[config.mk]
export PLATFORM = sky130hd
export DESIGN_NAME = mux_bus_slave
export DESIGN_NICKNAME = d
export VERILOG_FILES = /design/src/rtl/mbs_pkg.sv /design/src/rtl/mbs_strobe_sync.sv /design/src/rtl/mbs_regs.sv /design/src/rtl/mbs_push.sv /design/src/rtl/mux_bus_slave.sv
export SDC_FILE = /design/constraint.sdc
export NUM_CORES = 1
export LEC_CHECK = 0
export ABC_AREA = 1
export BUFFER_PORTS_ARGS = -buffer_cell sky130_fd_sc_hd__clkbuf_2
export CORE_MARGIN = 8
export CORE_UTILIZATION = 50
export DETAILED_ROUTE_END_ITERATION = 10
export PLACE_DENSITY = 0.87
export SLEW_MARGIN = 5
export SYNTH_ARGS = -nofsm -noshare
export SYNTH_HDL_FRONTEND = slang
export SYNTH_HIERARCHICAL = 1
export SYNTH_SLANG_ARGS = --single-unit
[constraint.sdc]
create_clock -name clk -period 2.16 [get_ports clk]
set_clock_uncertainty 0.2 [all_clocks]
set_input_delay 0.216 -clock clk [delete_from_list [all_inputs] [get_ports clk]]
set_output_delay 0.216 -clock clk [all_outputs]
set_load 0.01 [all_outputs]
[src/rtl/mbs_pkg.sv]
package mbs_pkg;
    // indices into the synchronised strobe vector
    localparam int unsigned STB_CS = 0;
    localparam int unsigned STB_AV = 1;
    localparam int unsigned STB_WE = 2;
    localparam int unsigned STB_COUNT = 3;

    // register map offsets in the low half of the address space
    localparam int unsigned REG_TOUCH_X = 0;
    localparam int unsigned REG_TOUCH_Y = 1;
    localparam int unsigned REG_PANEL   = 2;
endpackage

[src/rtl/mbs_strobe_sync.sv]
module mbs_strobe_sync #(
    parameter int unsigned WIDTH = 3
) (
    input  logic             clk,
    input  logic             rst_n,
    input  logic [WIDTH-1:0] pin_n,
    output logic [WIDTH-1:0] active,
    output logic [WIDTH-1:0] release_pulse
);
    typedef struct packed {
        logic [WIDTH-1:0] s1;
        logic [WIDTH-1:0] s2;
        logic [WIDTH-1:0] s3;
    } sync_t;

    sync_t st_d, st_q;

    always_comb begin
        st_d    = st_q;
        st_d.s1 = pin_n;
        st_d.s2 = st_q.s1;
        st_d.s3 = st_q.s2;
    end

    always_ff @(posedge clk or negedge rst_n) begin
        if (!rst_n) begin
            st_q <= '{s1: '1, s2: '1, s3: '1};
        end else begin
            st_q <= st_d;
        end
    end

    assign active        = ~st_q.s2;
    assign release_pulse = st_q.s2 & ~st_q.s3;
endmodule

[src/rtl/mbs_regs.sv]
module mbs_regs
    import mbs_pkg::*;
#(
    parameter int unsigned ADDR_W     = 16,
    parameter int unsigned DATA_W     = 16,
    parameter int unsigned NUM_PANELS = 3,
    localparam int unsigned SEL_W     = (NUM_PANELS > 1) ? $clog2(NUM_PANELS) : 1
) (
    input  logic              clk,
    input  logic              rst_n,
    input  logic [ADDR_W-1:0] addr,
    input  logic              wr_en,
    input  logic [DATA_W-1:0] wr_data,
    input  logic [DATA_W-1:0] touch_x,
    input  logic [DATA_W-1:0] touch_y,
    output logic [SEL_W-1:0]  panel_sel,
    output logic [DATA_W-1:0] rd_data
);
    typedef struct packed {
        logic [SEL_W-1:0]  panel;
        logic [DATA_W-1:0] rd;
    } regs_t;

    regs_t st_d, st_q;

    always_comb begin
        st_d = st_q;
        if (wr_en && addr == ADDR_W'(REG_PANEL)
                  && 32'(wr_data) < 32'(NUM_PANELS)) begin
            st_d.panel = wr_data[SEL_W-1:0];
        end
        if (addr == ADDR_W'(REG_TOUCH_X)) begin
            st_d.rd = touch_x;
        end else if (addr == ADDR_W'(REG_TOUCH_Y)) begin
            st_d.rd = touch_y;
        end else if (addr == ADDR_W'(REG_PANEL)) begin
            st_d.rd = DATA_W'(st_q.panel);
        end else begin
            st_d.rd = '0;
        end
    end

    always_ff @(posedge clk or negedge rst_n) begin
        if (!rst_n) begin
            st_q <= '0;
        end else begin
            st_q <= st_d;
        end
    end

    assign panel_sel = st_q.panel;
    assign rd_data   = st_q.rd;
endmodule

[src/rtl/mbs_push.sv]
module mbs_push #(
    parameter int unsigned WORD_W = 32
) (
    input  logic              clk,
    input  logic              rst_n,
    input  logic              push_req,
    input  logic [WORD_W-1:0] word_in,
    input  logic              fifo_full,
    output logic              fifo_push,
    output logic [WORD_W-1:0] fifo_word,
    output logic              overflow
);
    typedef struct packed {
        logic              push;
        logic [WORD_W-1:0] word;
        logic              ovf;
    } push_t;

    push_t st_d, st_q;

    always_comb begin
        st_d      = st_q;
        st_d.push = 1'b0;
        if (push_req) begin
            if (fifo_full) begin
                st_d.ovf = 1'b1;
            end else begin
                st_d.push = 1'b1;
                st_d.word = word_in;
            end
        end
    end

    always_ff @(posedge clk or negedge rst_n) begin
        if (!rst_n) begin
            st_q <= '0;
        end else begin
            st_q <= st_d;
        end
    end

    assign fifo_push = st_q.push;
    assign fifo_word = st_q.word;
    assign overflow  = st_q.ovf;
endmodule

[src/rtl/mux_bus_slave.sv]
module mux_bus_slave
    import mbs_pkg::*;
#(
    parameter int unsigned ADDR_W     = 16,
    parameter int unsigned DATA_W     = 16,
    parameter int unsigned NUM_PANELS = 3,
    localparam int unsigned SEL_W     = (NUM_PANELS > 1) ? $clog2(NUM_PANELS) : 1,
    localparam int unsigned WORD_W    = ADDR_W + DATA_W
) (
    input  logic              clk,
    input  logic              rst_n,
    input  logic              bus_cs_n,
    input  logic              bus_av_n,
    input  logic              bus_we_n,
    input  logic              bus_re_n,
    input  logic [DATA_W-1:0] bus_ad_i,
    output logic [DATA_W-1:0] bus_ad_o,
    output logic              bus_ad_oe,
    input  logic [DATA_W-1:0] touch_x,
    input  logic [DATA_W-1:0] touch_y,
    output logic [SEL_W-1:0]  panel_sel,
    input  logic              fifo_full,
    output logic              fifo_push,
    output logic [WORD_W-1:0] fifo_word,
    output logic              overflow
);
    typedef struct packed {
        logic [ADDR_W-1:0] addr;
    } top_t;

    top_t st_d, st_q;

    logic [STB_COUNT-1:0] pins_n;
    logic [STB_COUNT-1:0] stb_act;
    logic [STB_COUNT-1:0] stb_rel;
    logic                 wr_evt;
    logic                 frame_hit;
    logic [DATA_W-1:0]    rd_data;

    always_comb begin
        pins_n         = '1;
        pins_n[STB_CS] = bus_cs_n;
        pins_n[STB_AV] = bus_av_n;
        pins_n[STB_WE] = bus_we_n;
    end

    mbs_strobe_sync #(.WIDTH(STB_COUNT)) u_sync (
        .clk           (clk),
        .rst_n         (rst_n),
        .pin_n         (pins_n),
        .active        (stb_act),
        .release_pulse (stb_rel)
    );

    always_comb begin
        st_d = st_q;
        if (stb_rel[STB_AV] && stb_act[STB_CS]) begin
            st_d.addr = bus_ad_i[ADDR_W-1:0];
        end
    end

    always_ff @(posedge clk or negedge rst_n) begin
        if (!rst_n) begin
            st_q <= '0;
        end else begin
            st_q <= st_d;
        end
    end

    assign wr_evt    = stb_rel[STB_WE] & stb_act[STB_CS];
    assign frame_hit = st_q.addr[ADDR_W-1];

    mbs_regs #(
        .ADDR_W     (ADDR_W),
        .DATA_W     (DATA_W),
        .NUM_PANELS (NUM_PANELS)
    ) u_regs (
        .clk       (clk),
        .rst_n     (rst_n),
        .addr      (st_q.addr),
        .wr_en     (wr_evt & ~frame_hit),
        .wr_data   (bus_ad_i),
        .touch_x   (touch_x),
        .touch_y   (touch_y),
        .panel_sel (panel_sel),
        .rd_data   (rd_data)
    );

    mbs_push #(.WORD_W(WORD_W)) u_push (
        .clk       (clk),
        .rst_n     (rst_n),
        .push_req  (wr_evt & frame_hit),
        .word_in   ({st_q.addr, bus_ad_i}),
        .fifo_full (fifo_full),
        .fifo_push (fifo_push),
        .fifo_word (fifo_word),
        .overflow  (overflow)
    );

    // pad enable follows the raw pins so the host sees data without delay
    assign bus_ad_oe = ~bus_cs_n & ~bus_re_n;
    assign bus_ad_o  = rd_data;
endmodule

Word-level counts from Yosys, hierarchy flattened
Cells that the tools add are included.

Equality and inequality tests: 2. Order comparisons: 1. Reductions and logical operators: 6. Bitwise gates (word level): 11. Mux-type cells: 6.

Operators by type and width (count): 2-to-1 mux 34 bit (1); 2-to-1 mux 33 bit (1); 2-to-1 mux 16 bit (2); == test 16 x 1 -> 1 bit, second input constant (1); == test 16 x 2 -> 1 bit, second input constant (1); logical NOT 16 bit (1); < comparator 16 x 2 -> 1 bit, second input constant (1); inverter 1 bit (5); bitwise AND 1 bit (4); AND reduction 2 bit (2); bitwise AND 3 bit (1); logical AND 1 bit (3); inverter 3 bit (1); 2-to-1 mux 2 bit (1); 2-to-1 mux 1 bit (1).

Input port bits: 55. Word-level logic and storage cells: 35. Output and inout port bits: 53. Register bits: 77.

Longest topological paths before layout
Depth in word-level cells: 6. Gate-level depth with buffers: 11. Gate-level depth less buffers: 11.

Cells and area by module
The synthesis kept the hierarchy.

By module, submodules not included: mbs_push (seq. area each 850.8 um2, area an instance 1408.9 um2, times used 1, cells each 144); mbs_regs (seq. area each 450.4 um2, area an instance 975.9 um2, times used 1, cells each 128); mux_bus_slave (seq. area each 400.4 um2, area an instance 709.4 um2, times used 1, cells each 75); mbs_strobe_sync (seq. area each 236.5 um2, area an instance 266.5 um2, times used 1, cells each 15).

Least setup slack after synthesis
No wires, ideal clock.

Kind: register -> register. From: register u_sync.st_q (netlist bit u_sync/st_d[0]). To: register u_push.st_q (netlist bit u_push/fifo_word[16]). Clock period less this slack: 1524 ps. Setup slack: 636 ps. Cell stages (with the launch flop): 9. Setup time: 117 ps. Path buffers: 3. Required time: 1843 ps. Arrival time: 1207 ps. Cells stage by stage: dfstp_2 > inv_2 > buf_6 > nand2_1 > nor2_1 > buf_6 > buf_4 > nand3_1 > nand2_1.

Cells in the longest elaborated chain, start to end: 4.

RTL lines: start: declaration (RTL line mbs_strobe_sync.sv:16) `sync_t st_d, st_q;`; start signal: assignment (RTL line mbs_strobe_sync.sv:27) `st_q <= '{s1: '1, s2: '1, s3: '1};`; start signal: assignment (RTL line mbs_strobe_sync.sv:29) `st_q <= st_d;`; inverter 1 bit (RTL line mbs_strobe_sync.sv:33) `assign active = ~st_q.s2;`; named net stb_act[0] (RTL line mux_bus_slave.sv:34) `logic [STB_COUNT-1:0] stb_act;`; bitwise AND 1 bit (RTL line mux_bus_slave.sv:70) `assign wr_evt = stb_rel[STB_WE] & stb_act[STB_CS];`; bitwise AND 1 bit (RTL line mux_bus_slave.sv:92) `.push_req (wr_evt & frame_hit),`; AND reduction 2 bit (no source line); end signal: assignment (RTL line mbs_push.sv:38) `st_q <= st_d;`; end: declaration (RTL line mbs_push.sv:19) `push_t st_d, st_q;`.

The timed path passes the listed nets, and every way through them passes these cells. A chain may end at the register's enable or synchronous reset.

==> flow_summary.toml <==
[synth]
synth_area_per_cell_um2 = 9.24
synth_warnings = 6
syn-instance-count = 360
synth_nets = 415
synthesis.area_mm2 = 0.00333

[grt]
grt_max_degree = 40
grt_pass1_vias = 3120
antenna_found_initial = 1
grt_pass1_wl_um = 15300
grt_overflow = 0
grt_usage_pct = 19.7

[placed_design]
dp.final_hpwl_um = 5810
place_area_mm2 = 0.00383
port_buffers = 107
gp_congestion = 0.875

[sta]
max_slew_margin_pct = 67.8
finalCriticalPeriod_ns = 2.22
setup_tns_ns = -0.0679
hold_viol = 0
drv_slew = 0
setup_viol_count_final = 2
setup_slack_ns = -0.0592
clock.fmax_mhz = 451
final.period_utilization_pct = 103
tightestPinTransition_ns = 0.483

[clock_tree]
cts_tree = "done"
numClockSinks = 76
path_clk_slew_ns = 0.08
root_buffer = "clkbuf_8"
htree_levels = 3
cts_buffers = 9
insertion_delay_ns = 0.35
max-clock-path-buffers = 2

[run_status]
violations = "negative setup slack"
status = "complete, but fails checks"

[pwr]
swShare_pct = 30.0
total_leakage_power_nw = 2.65
p_int_w = 0.00268
pwr-share-seq_pct = 47.9
switching_power_w = 0.00115
p_clk_share_pct = 29.9
p_comb_share_pct = 22.1
pwr_density_cell_mw_per_mm2 = 806
peakVddDrop_mv = 0.617

[worst_setup_path]
r2r_slack_ns = -0.06
crit_path_top_delay_cell = "dlygate4sd3_1"
path_common_cell = "nand2_1"
r2r_end = "u_regs/rd_data[13]$_DFF_PN0_"
crit_chain = "nor2_1 > nand2_1 > nor2_4 > nand2_4 > nor2_8 > nand2_1 > nand2_1 > dlygate4sd3_1"
ff2ff_path_depth = 8
crit_buf_inv = 1
critPathMaxStageDelay_ns = 0.58
startpoint_type = "flip-flop"
required_ns = 2.24
path_class = "flip-flop to flip-flop"
worstReg2RegStart = "st_q[11]$_DFFE_PN0P_"
crit_fanout = 7
crit_arrival_ns = 2.30
crit_family = "simple AND/OR/NAND/NOR gates"
endpoint_kind = "flip-flop"

[detailed_routing]
drtPass1Iterations = 6
num_vias = 3221
wl_per_cell_um = 17.0
route.detailed.drc = 0
drtIter0Drc = 228
viasPerCell = 5.19
ant_nets = 0
drt_wl_total_um = 10600

[die]
dieArea_mm2 = 0.00952
core_area_mm2 = 0.00639
fp.dieH_um = 97.6
dieWidth_um = 97.6
start_util_pct = 52.1
io_pins = 108
num_rows = 29

[min_path]
worstHoldEndpoint = "u_sync/st_d[2]$_DFF_PN1_"
min_from = "u_sync/st_d[5]$_DFF_PN1_"
hp-class = "flip-flop to flip-flop"
holdPathStages = 0

[layout]
layout.nets = 594
final_area_mm2 = 0.00475
drive_above_1_share_pct = 36.1
synthToLayoutAreaGrowth_pct = 42.8
nFillCells = 408

[job]
cap_violations = 0
==> power by group through the flow <==
stage | logic, W | clock network [W] | registers, W
5_1_grt | 0.000939 | 0.00122 | 0.00186
6_report | 0.000848 | 0.00115 | 0.00184
3_3_place_gp | 0.000705 | 0 | 0.00185
3_5_place_dp | 0.000728 | 0 | 0.00186
4_1_cts | 0.000798 | 0.00116 | 0.00183
2_1_floorplan | 0.000301 | 0 | 0.00192
==> how the worst max path moves through the flow <==
| stage | slack [ns] | end | cells after the start | from |
|---|---|---|---|---|
| after floorplan | 0.64 | u_push/fifo_word[16]$_DFFE_PN0P_ | 9 | u_sync/st_d[2]$_DFF_PN1_ |
| after global placement | 0.45 | u_push/fifo_word[11]$_DFFE_PN0P_ | 7 | u_sync/st_d[0]$_DFF_PN1_ |
| after detailed placement | 0.39 | u_push/fifo_word[12]$_DFFE_PN0P_ | 7 | u_sync/st_d[0]$_DFF_PN1_ |
| after CTS | 0.02 | u_regs/rd_data[15]$_DFF_PN0_ | 8 | st_q[15]$_DFFE_PN0P_ |
| after global routing | -0.08 | u_regs/rd_data[13]$_DFF_PN0_ | 8 | st_q[10]$_DFFE_PN0P_ |
| final | -0.06 | u_regs/rd_data[13]$_DFF_PN0_ | 8 | st_q[11]$_DFFE_PN0P_ |
==> sequential cells by signal, indices dropped and copies added (netlist names) <==
name and flops:
u_push/fifo_word 32, u_push/fifo_push 1, u_sync/st_d 6, st_q 16
u_regs/rd_data 16, u_push/overflow 1, u_regs/panel_sel 2, u_sync/st_q 2
==> cell usage in the layout (no fill, tap or decap), drive strengths merged <==
cell type,count
nand2,162
clkbuf,116
dfrtp,68
nand3,58
dlygate4sd3,53
nor2,28
buf,24
inv,17
dfstp,8
and2,3
bufinv,2
clkinv,2
diode,1
clkinvlp,1
a21o,1
==> routing by layer <==
| metal | global-route usage [%] | vias up | part of all wire (%) |
|---|---|---|---|
| met3 | 7.04 | 41 | 9.1 |
| li1 | - | 1478 | - |
| met4 | 8.28 | 0 | 3.9 |
| met1 | 22.3 | 1507 | 37 |
| met5 | 0 | - | 0 |
| met2 | 32.7 | 195 | 50 |
==> final cells by class <==
cell class / count / area (um^2) / area share (%)
Clock buffer: 10 / 128 / 2.69
Antenna cell: 1 / 2.50 / 0.0527
Tap cell: 77 / 96.3 / 2.03
Timing Repair Buffer: 183 / 1280 / 26.9
Inverter: 17 / 66.3 / 1.40
Sequential cell: 76 / 1910 / 40.3
Multi-Input combinational cell: 252 / 1190 / 25.0
Clock inverter: 5 / 77.6 / 1.63
==> worst reg2reg max path, cell delays in order (launching register included) <==
cell           delay, ns
dfrtp_1             0.42
nor2_1              0.15
nand2_1             0.10
nor2_4              0.22
nand2_4             0.11
nor2_8              0.19
nand2_1             0.10
nand2_1             0.09
dlygate4sd3_1       0.58
==> through the flow <==
step | power, W | util, % | setup WS (ns) | hold WS (ns) | std cells
2_1_floorplan | 0.00222 | - | 0.641 | -0.280 | 360
3_3_place_gp | 0.00255 | 59.9 | 0.451 | 0.00246 | 531
3_5_place_dp | 0.00259 | 59.9 | 0.391 | 0.00857 | 531
4_1_cts | 0.00379 | 71.4 | 0.0226 | 0.159 | 599
5_1_grt | 0.00402 | 74.4 | -0.0781 | 0.167 | 621
6_report | 0.00383 | 74.4 | -0.0592 | 0.159 | 621
==> timing repair <==
action / in CTS / in global routing
gates resized for setup: 0 / 4
setup endpoints to repair: 0 / 5
buffers inserted: 0 / 19
hold buffers: 53 / 1
endpoints found under the hold margin: 90 / 1
Note: power is estimated with default switching activity, not from simulation.
